`src/rtl/bgs_pkg.sv`:
```
package bgs_pkg;
  typedef enum logic {
    BGS_SCATTER = 1'b0,
    BGS_GATHER  = 1'b1
  } bgs_mode_e;
endpackage

```
`src/rtl/bgs_lsb_enc.sv`:
```
// Priority encoder: index of the lowest set bit of vec_i.
module bgs_lsb_enc #(
  parameter int W  = 32,
  parameter int IW = (W > 1) ? $clog2(W) : 1
) (
  input  logic [W-1:0]  vec_i,
  output logic [IW-1:0] idx_o,
  output logic          any_o
);
  always_comb begin
    idx_o = '0;
    for (int i = W - 1; i >= 0; i--) begin
      if (vec_i[i]) idx_o = IW'(i);
    end
    any_o = |vec_i;
  end
endmodule

```
`src/rtl/bgs_ctrl.sv`:
```
// Sequencer: accepts requests when idle, counts steps, issues done pulse.
module bgs_ctrl #(
  parameter int CW = 6
) (
  input  logic          clk,
  input  logic          rst,
  input  logic          start_i,
  input  logic          rem_empty_i,
  output logic          accept_o,
  output logic          step_o,
  output logic          busy_o,
  output logic          done_o,
  output logic [CW-1:0] cnt_o
);
  assign accept_o = start_i && !busy_o;
  assign step_o   = busy_o && !rem_empty_i;

  always_ff @(posedge clk) begin
    if (rst) begin
      busy_o <= 1'b0;
      done_o <= 1'b0;
      cnt_o  <= '0;
    end else begin
      done_o <= 1'b0;
      if (accept_o) begin
        busy_o <= 1'b1;
        cnt_o  <= '0;
      end else if (step_o) begin
        cnt_o  <= cnt_o + 1'b1;
      end else if (busy_o) begin
        busy_o <= 1'b0;
        done_o <= 1'b1;
      end
    end
  end
endmodule

```
`src/rtl/bgs_route.sv`:
```
// Chooses the write position and written bit for one step.
module bgs_route #(
  parameter int W  = 32,
  parameter int IW = (W > 1) ? $clog2(W) : 1
) (
  input  bgs_pkg::bgs_mode_e mode_i,
  input  logic [W-1:0]       src_i,
  input  logic [IW-1:0]      low_idx_i,
  input  logic [IW-1:0]      step_idx_i,
  output logic [IW-1:0]      wr_pos_o,
  output logic               wr_bit_o
);
  always_comb begin
    if (mode_i == bgs_pkg::BGS_SCATTER) begin
      wr_pos_o = low_idx_i;
      wr_bit_o = src_i[step_idx_i];
    end else begin
      wr_pos_o = step_idx_i;
      wr_bit_o = src_i[low_idx_i];
    end
  end
endmodule

```
`src/rtl/bit_gather_scatter.sv`:
```
module bit_gather_scatter #(
  parameter int W = 32
) (
  input  logic         clk,
  input  logic         rst,
  input  logic         start_i,
  input  logic         mode_i,
  input  logic [W-1:0] src_i,
  input  logic [W-1:0] mask_i,
  output logic         busy_o,
  output logic         done_o,
  output logic [W-1:0] result_o
);
  localparam int IW = (W > 1) ? $clog2(W) : 1;
  localparam int CW = $clog2(W + 1);

  logic [W-1:0]       src_q;
  logic [W-1:0]       rem_q;
  bgs_pkg::bgs_mode_e mode_q;
  logic [IW-1:0]      low_idx;
  logic               rem_any;
  logic               accept;
  logic               step;
  logic [CW-1:0]      cnt;
  logic [IW-1:0]      wr_pos;
  logic               wr_bit;

  bgs_lsb_enc #(.W(W), .IW(IW)) u_enc (
    .vec_i (rem_q),
    .idx_o (low_idx),
    .any_o (rem_any)
  );

  bgs_ctrl #(.CW(CW)) u_ctrl (
    .clk         (clk),
    .rst         (rst),
    .start_i     (start_i),
    .rem_empty_i (!rem_any),
    .accept_o    (accept),
    .step_o      (step),
    .busy_o      (busy_o),
    .done_o      (done_o),
    .cnt_o       (cnt)
  );

  bgs_route #(.W(W), .IW(IW)) u_route (
    .mode_i     (mode_q),
    .src_i      (src_q),
    .low_idx_i  (low_idx),
    .step_idx_i (cnt[IW-1:0]),
    .wr_pos_o   (wr_pos),
    .wr_bit_o   (wr_bit)
  );

  always_ff @(posedge clk) begin
    if (rst) begin
      src_q    <= '0;
      rem_q    <= '0;
      mode_q   <= bgs_pkg::BGS_SCATTER;
      result_o <= '0;
    end else if (accept) begin
      src_q    <= src_i;
      rem_q    <= mask_i;
      mode_q   <= bgs_pkg::bgs_mode_e'(mode_i);
      result_o <= '0;
    end else if (step) begin
      rem_q            <= rem_q & (rem_q - 1'b1);
      result_o[wr_pos] <= wr_bit;
    end
  end
endmodule

```
`config.mk`:
```
export PLATFORM = sky130hd
export DESIGN_NAME = bit_gather_scatter
export DESIGN_NICKNAME = d
export VERILOG_FILES = /design/src/rtl/bgs_pkg.sv /design/src/rtl/bgs_lsb_enc.sv /design/src/rtl/bgs_ctrl.sv /design/src/rtl/bgs_route.sv /design/src/rtl/bit_gather_scatter.sv
export SDC_FILE = /design/constraint.sdc
export NUM_CORES = 1
export LEC_CHECK = 0
export CORE_ASPECT_RATIO = 1.1
export CORE_UTILIZATION = 48
export CTS_BUF_LIST = sky130_fd_sc_hd__clkbuf_4
export CTS_CLUSTER_SIZE = 24
export DETAILED_ROUTE_END_ITERATION = 8
export GPL_ROUTABILITY_DRIVEN = 0
export PLACE_DENSITY = 0.79
export SLEW_MARGIN = 10
export SYNTH_ARGS = -nofsm -noshare
export SYNTH_HDL_FRONTEND = slang
export SYNTH_SLANG_ARGS = --single-unit
```
`constraint.sdc`:
```
create_clock -name clk -period 3 [get_ports clk]
set_input_delay 0.3 -clock clk [delete_from_list [all_inputs] [get_ports clk]]
set_output_delay 0.3 -clock clk [all_outputs]
set_load 0.02 [all_outputs]
```
**Word level (Yosys, flattened, before mapping)**

Index checks and enable logic that the tools add are counted.

- $add $sub $neg: 2
- Multiply operators: 0
- Divide/modulo/power cells: 0
- Magnitude comparators: 4
- Equality and inequality tests: 1
- Shifts and indexed selects: 0
- Muxes and demuxes: 46
- Bitwise logic cells: 1
- Reduce and logical (&&, ||, !) cells: 8

Operators with widths:

| kind | count |
|---|---|
| 5-bit two-way mux | 33 |
| 32-bit two-way mux | 2 |
| 32-bit bitwise AND | 1 |
| 32-bit bitwise mux | 1 |
| 32-bit OR reduction | 1 |
| 32-bit by 1-bit subtractor with 32-bit output (second input constant) | 1 |
| 5-bit by 6-bit less-than comparator with 1-bit output (second input constant) | 3 |
| 1-bit binary-select mux with 5-bit select | 2 |
| 1-bit two-way mux | 7 |
| 6-bit by 1-bit adder with 6-bit output (second input constant) | 1 |
| 1-bit demux with 5-bit select | 1 |
| 5-bit by 1-bit >= comparator with 1-bit output (second input constant) | 1 |
| 1-bit logical AND | 3 |
| 3-bit OR reduction | 1 |
| 2-bit inequality test (second input constant) | 1 |
| 2-bit nonzero test | 1 |
| 2-bit OR reduction | 1 |
| 1-bit logical NOT | 1 |

- Bits in registers: 105
- Latch bits: 0
- Bits in writable memories: 0
- ROM bits: 0
- Input port bits: 68
- Output and inout bits: 34
- Logic and storage cells: 69
- Memories kept: 0

**Logic depth before layout (Yosys ltp)**

Gate-level depths: netlist (run 1).

- Depth after elaboration: 38
- Depth in mapped cells: 12
- Depth with buffers taken out: 10

**Cells and area by module**

From an unflattened synthesis (run 1), not the netlist that was laid out.

- Cell total of the unflattened synthesis: 616
- Area, all modules: 5327.6 µm²

By module, submodules not included:

| module | times used | cells an instance | area each (µm²) | seq. area each (µm²) |
|---|---|---|---|---|
| bit_gather_scatter | 1 | 462 | 3950.0 | 1941.9 |
| bgs_route | 1 | 51 | 638.1 | 0.0 |
| bgs_lsb_enc | 1 | 65 | 385.4 | 0.0 |
| bgs_ctrl | 1 | 38 | 354.1 | 160.2 |

**Least setup slack after synthesis (run 1)**

Ideal clock, no wire load.

- Path kind: register to register
- Start: reg rem_q[12]
- End: reg result_o[1]
- Library setup time: 0.122 ns
- Arrival: 2.700 ns
- Setup slack: 0.179 ns
- Stages on the path, launching flop included: 13
- Period minus slack after synthesis: 2.821 ns
- Path through: dfxtp_1 or4_1 a211oi_1 or2_1 buf_6 a21boi_4 mux2_4 o21ai_1 nor4b_4 a2111oi_4 a31oi_4 buf_2 mux2i_1

- Word-level cells in the longest chain between the ends: 19
- Elaborated cells on any way between the ends: 25
- Those cells by class: 2 x order compare; 20 x mux; 3 x reduce/logical

Ends and longest elaborated chain:

| item | RTL line | RTL |
|---|---|---|
| start: declaration | bit_gather_scatter.sv:18 | `logic [W-1:0] rem_q;` |
| start signal: assignment | bit_gather_scatter.sv:63 | `rem_q <= mask_i;` |
| start signal: assignment | bit_gather_scatter.sv:67 | `rem_q <= rem_q & (rem_q - 1'b1);` |
| 5-bit two-way mux (13 in a row) | bgs_lsb_enc.sv:13 | `if (vec_i[i]) idx_o = IW'(i);` |
| 5-bit two-way mux | bgs_route.sv:14 | `if (mode_i == bgs_pkg::BGS_SCATTER) begin` |
| 5-bit by 6-bit less-than comparator with 1-bit output (not written as such) or 5-bit by 1-bit >= comparator with 1-bit output (tied branches) | bit_gather_scatter.sv:68 | `result_o[wr_pos] <= wr_bit;` |
| 1-bit logical AND (not written as such) | bit_gather_scatter.sv:68 |  |
| 1-bit two-way mux (not written as such) | bit_gather_scatter.sv:68 |  |
| 1-bit demux with 5-bit select | bit_gather_scatter.sv:68 |  |
| 32-bit bitwise mux | bit_gather_scatter.sv:68 |  |
| end signal: indexed assignment | bit_gather_scatter.sv:68 |  |
| end: declaration | bit_gather_scatter.sv:12 | `output logic [W-1:0] result_o` |

Several ways; a longest one is shown, not always the timed one. The select of a mux whose other input is x is not followed.
A chain may end at the register's enable or synchronous reset.

**Worst setup path in the final report (run 1)**

- Start: reg rem_q[8]
- End: reg result_o[17]

- Word-level cells in the longest chain between the ends: 15
- Elaborated cells on any way between the ends: 21
- Those cells by class: 2 x order compare; 16 x mux; 3 x reduce/logical

Ends and longest elaborated chain:

| item | RTL line |
|---|---|
| 5-bit two-way mux (9 in a row) | bgs_lsb_enc.sv:13 |
| 5-bit two-way mux | bgs_route.sv:14 |
| 5-bit by 6-bit less-than comparator with 1-bit output (not written as such) or 5-bit by 1-bit >= comparator with 1-bit output (tied branches) | bit_gather_scatter.sv:68 |
| 1-bit logical AND (not written as such) | bit_gather_scatter.sv:68 |
| 1-bit two-way mux (not written as such) | bit_gather_scatter.sv:68 |
| 1-bit demux with 5-bit select | bit_gather_scatter.sv:68 |
| 32-bit bitwise mux | bit_gather_scatter.sv:68 |

Several ways; a longest one is shown, not always the timed one. The select of a mux whose other input is x is not followed.

==> flow_summary.yaml, run 1 <==
synthesis:
  synth_top_cell_by_area: "dfxtp_1"
  synthCells: 529
  synth_warnings: 0
  synthArstFlopShare: 0
  netlist.area_leader.share: 0.4203
  syn-mean-instance-area_um2: 9.364
  synth_ff_type: "dfxtp_1"
  synthTopCellsByArea: "dfxtp_1, a22o_1, nand2_1"
  synth_fp_nets: 598
  synth_edf_count: 0
  synth_area_um2: 4954
  ys_seq_area_frac: 0.4203
  ys_ff_latch: 104
  synth.distinct_cells: 58
global_route:
  grt_max_degree: 98
  grt_antenna_before_repair: 0
  grt_util_all_layers: 0.2454
  grt_pass1_vias: 4475
  grt_overflow: 0
  grt_pass1_wl_um: 21190
run_status:
  status: "complete, no violations"
setup_path:
  worstPathMaxFanout: 8
  worstPathArrival_ns: 3.29
  cp-end-kind: "flop"
  required_ns: 3.34
  start_kind: "flop"
  crit_type: "reg2reg"
floorplanning:
  coreArea_um2: 9937
  fp.dieH_um: 108.5
  ioPinCount: 102
  die_x_um: 98.86
  rows: 38
  die-area_um2: 10730
  start_util: 0.4985
sta:
  setup_violations: 0
  maxSlewHeadroom: 0.3541
  rsz0062_at_grt: "yes"
  slew_violations: 0
  finalSetupTns_ns: 0
  min_period_ns: 2.947
  timing.final.crit_share: 0.9824
  worst_pin_slew_ns: 0.9688
  hold_viol_final: 0
  max_freq_ghz: 0.3393
  skew_ns: 0.02130
drt:
  antenna_left: 0
  firstDrtPassIters: 5
  vias: 4669
  routed_via_density: 6.176
  wire_per_inst_um: 17.37
  drt-total-wl_um: 13130
  drc: 0
  drtIter0Drc: 258
cells_and_area:
  n_antenna_cell: 0
  layout_common_cells: "clkdlybuf4s50_1, dfxtp_1, nand2_1"
  drive_gt1_frac: 0.1478
  nNetsFinal: 700
  design_area_um2: 6466
  syn2layout_area_growth_pct: 30.54
pwr:
  leakage_nw: 2.325
  ir_drop_uv: 257.9
  power.density_nw_per_um2: 491.9
clock_network:
  clk_pin_slew_ns: 0.16
  cts_tree: "done"
  root_buffer: "clkbuf_4"
  cts_sinks: 104
  hold_buffers: 0
  clk_latency_ns: 0.45
  clk_path_buf_depth: 2
  ctsHtreeMaxLevel: 3
  cts_buffers: 9
flow_run:
  cap_violations: 0
placement:
  io_buffers: 101
  placed_area_um2: 6137
  hpwl_um: 9400
hold_path:
  hp-class: "in2reg"
==> logic make-up (layout without fill, tap and decap cells) <==
group | after synthesis | count (layout) | synth area share
buf+inv | 37 | 144 | 0.03284
xor+xnor | 4 | 4 | 0.007074
flops | 104 | 104 | 0.4203
simple gates | 198 | 198 | 0.1978
fa+ha+maj | 1 | 1 | 0.002525
compound gates | 157 | 157 | 0.2556
mux | 28 | 28 | 0.08386
==> routing by layer <==
layer / global-route usage / routed length [um] / share of wire / vias up
li1: - / - / - / 2218
met2: 0.4206 / 6497 / 0.49 / 168
met3: 0.03167 / 675 / 0.051 / 35
met4: 0.1023 / 393 / 0.030 / 0
met5: 0 / 0 / 0 / -
met1: 0.3124 / 5565 / 0.42 / 2248
==> cell usage after synthesis, drive strengths merged (9+ instances only) <==
cell      n
o211ai   31
nand3    27
o21ai    22
a32o     19
o31ai    19
a22o     33
clkbuf   25
mux2i    13
nor3      9
dfxtp   104
nand2    74
mux4     10
nor2     42
==> layout make-up <==
class	count	area, um^2
Inverter	5	18.77
Tap cell	120	150.1
Sequential cell	104	2091
Multi-Input combinational cell	388	2835
Fill cell	802	3471
Timing Repair Buffer	123	1210
Clock buffer	9	67.56
Clock inverter	7	93.84
==> metrics by stage <==
stage	hold slack [ns]	power, mW	std cells	utilization	setup WS (ns)
2_1_floorplan	0.3691	2.046	529	-	0.1786
3_3_place_gp	0.4470	2.301	736	0.6176	0.07155
3_5_place_dp	0.4554	2.320	736	0.6176	0.0002776
4_1_cts	0.3488	3.117	752	0.6345	0.02436
5_1_grt	0.3703	3.324	756	0.6507	-0.05511
6_report	0.3655	3.181	756	0.6507	0.05272
==> report_power, final <==
group	internal [mW]	switching, mW	leakage (nW)
clock network	0.340	0.472	0.0856
registers	1.44	0.0796	0.850
logic	0.375	0.470	1.39
==> what timing repair did <==
| action | CTS | global route |
|---|---|---|
| setup buffers | 0 | 3 |
| endpoints found under the setup margin | 3 | 32 |
| pin swaps | 0 | 13 |
| resized for setup | 1 | 28 |
| gates cloned | 0 | 2 |
==> flip-flops by register name, indices dropped and copies added, names as in the netlist <==
name / count
u_ctrl.cnt_o: 5
u_ctrl.done_o: 1
result_o: 32
rem_q: 32
src_q: 32
mode_q: 1
u_ctrl.busy_o: 1
==> worst paths after layout <==
kind / slack [ns] / start / depth (start not counted) / to
setup reg to reg: 0.05 / rem_q[8] / 11 / result_o[17]
hold / removal: 0.37 / mask_i[5] / 3 / rem_q[5]
setup / recovery: 0.05 / rem_q[8] / 11 / result_o[17]
hold reg to reg: 0.47 / result_o[9] / 2 / result_o[9]
==> critical path: stages (launching register included) <==
cell and delay, ns:
dfxtp_1 0.41, or3_1 0.37, o211ai_1 0.24, nand3b_1 0.19
nor2_4 0.21, buf_4 0.19, mux2_2 0.35, nand3_1 0.08
nand4b_1 0.17, a31oi_4 0.35, clkbuf_16 0.23, o21ai_1 0.07
Note: power is estimated with default switching activity, not from simulation.
==> run 2: changes to the inputs <==
--- a/config.mk
+++ b/config.mk
@@ -6,6 +6,7 @@
 export NUM_CORES = 1
 export LEC_CHECK = 0
 export CORE_ASPECT_RATIO = 1.1
+export CORE_MARGIN = 5
 export CORE_UTILIZATION = 48
 export CTS_BUF_LIST = sky130_fd_sc_hd__clkbuf_4
 export CTS_CLUSTER_SIZE = 24
==> flow_summary.yaml, run 2 (synthesis results as in run 1) <==
sta:
  finalSetupTns_ns: 0
  maxSlewHeadroom: 0.3545
  min_period_ns: 2.983
  rsz0062_at_grt: "yes"
  setup_violations: 0
  worst_pin_slew_ns: 0.9683
  skew_ns: 0.03349
  timing.final.crit_share: 0.9942
  slew_violations: 0
  hold_viol_final: 0
  fin_ws_ns: 0.01739
  whs_ns: 0.3169
  max_freq_ghz: 0.3353
global_route:
  grt_pass1_wl_um: 21720
  grt_antenna_before_repair: 0
  grt.busiest_layer: "met2"
  grt_util_all_layers: 0.2156
  grt_overflow: 0
  grt_util_met3: 0.04478
  grt_pass1_vias: 4509
  met1_usage: 0.2734
  gr-usage-met2: 0.3623
  grt_max_degree: 98
setup_path:
  worstPathMaxFanout: 8
  crit_chain: "or3_1 -> o211ai_1 -> nand3b_1 -> nor2_4 -> buf_6 -> mux2i_4 -> nor3_4 -> a2111oi_4 -> a31oi_4 -> clkbuf_16 -> o31ai_2"
  cp-end-kind: "flop"
  crit_type: "reg2reg"
  start_kind: "flop"
  slowest_delay_ns: 0.40
  crit_slowest_cell: "dfxtp_4"
  worstPathArrival_ns: 3.42
  r2r-start: "rem_q[8]"
  required_ns: 3.43
  startpoint: "rem_q[8]"
drt:
  wire_per_inst_um: 18.26
  routed_via_density: 6.190
  drc: 0
  firstDrtPassIters: 5
  antenna_left: 0
  drt-total-wl_um: 14040
  drtIter0Drc: 321
  vias: 4760
floorplanning:
  die-area_um2: 12450
  die_x_um: 106.9
  fp.dieH_um: 116.5
  coreArea_um2: 10250
  ioPinCount: 102
  rows: 39
  start_util: 0.4834
pwr:
  leakage_nw: 2.419
  power.internal_mw: 2.057
  ir_drop_uv: 236.5
  clkPwrFrac: 0.211
  swShare: 0.3540
  power.density_nw_per_um2: 464.8
  power_frac_comb: 0.310
  power_switching_mw: 1.127
  pwr-share-seq: 0.479
  p_total_mw: 3.185
clock_network:
  root_buffer: "clkbuf_4"
  cts_sinks: 104
  cts_buffers: 9
  clk_path_buf_depth: 2
  clk_latency_ns: 0.51
  ctsHtreeMaxLevel: 3
  clk_pin_slew_ns: 0.17
  hold_buffers: 0
  cts_tree: "done"
placement:
  post-place-ws_ns: 0.0002813
  io_buffers: 101
  hpwl_um: 9736
run_status:
  status: "complete, no violations"
flow_run:
  cap_violations: 0
cells_and_area:
  layout_common_cells: "clkdlybuf4s50_1, dfxtp_1, nand2_1"
  fillers: 813
  utilization: 0.6686
  layout_commonest_cell: "clkdlybuf4s50_1"
  biggestRegsByFlops: "rem_q (32), result_o (32), src_q (32)"
  syn2layout_area_growth_pct: 38.32
  drive_gt1_frac: 0.2155
  nNetsFinal: 709
hold_path:
  hp-start: "mask_i[27]"
  hp-class: "in2reg"
[run 2: worst paths after layout]
check,to,slack [ns],depth (start not counted)
setup / recovery,result_o[26],0.02,11
setup reg to reg,result_o[26],0.02,11
hold / removal,rem_q[27],0.32,3
hold reg to reg,result_o[9],0.47,2
[run 2: worst max-delay path, delay by kind of cell (launching register included)]
family                 cells  cell delay [ns]
buffers and inverters      2             0.40
flip-flops                 1             0.40
AO/OA/AOI/OAI              4             1.03
AND/OR/NAND/NOR            4             0.82
multiplexers               1             0.26
[run 2: final cells by class]
type,instances,area [um^2],share of cell area
flip-flops and latches,104,2117,0.3090
repair buffers,132,1319,0.1925
clock inverters,7,53.80,0.007852
diodes,1,2.502,0.0003652
multi-input cells,388,3119,0.4553
inverters,5,18.77,0.002739
well taps,123,153.9,0.02246
clock buffers,9,67.56,0.009861
[run 2: metal layers]
metal	up-vias	routed length [um]
met2	179	6942
li1	2248	-
met4	0	328
met1	2303	5950
met3	30	817
met5	-	0
[run 2: per-stage QoR]
stage                     cells  instance area, um^2
after floorplan             529                 4954
after global placement      740                 6161
after detailed placement    740                 6161
after CTS                   756                 6292
after global routing        768                 6849
final                       769                 6852
[run 2: power by group through the flow]
stage               Combinational (mW)  Clock [mW]  Sequential, mW
global route                      1.06       0.743            1.54
CTS                              0.794       0.682            1.52
finish                           0.988       0.671            1.53
floorplan                        0.520           0            1.53
global placement                 0.769           0            1.55
detailed placement               0.785           0            1.55
[run 2: repair_timing]
action,4_1_cts,5_1_grt
buffers inserted,0,10
endpoints found under the setup margin,4,32
cloned,0,3
resized for setup,3,91
pin swaps,2,36
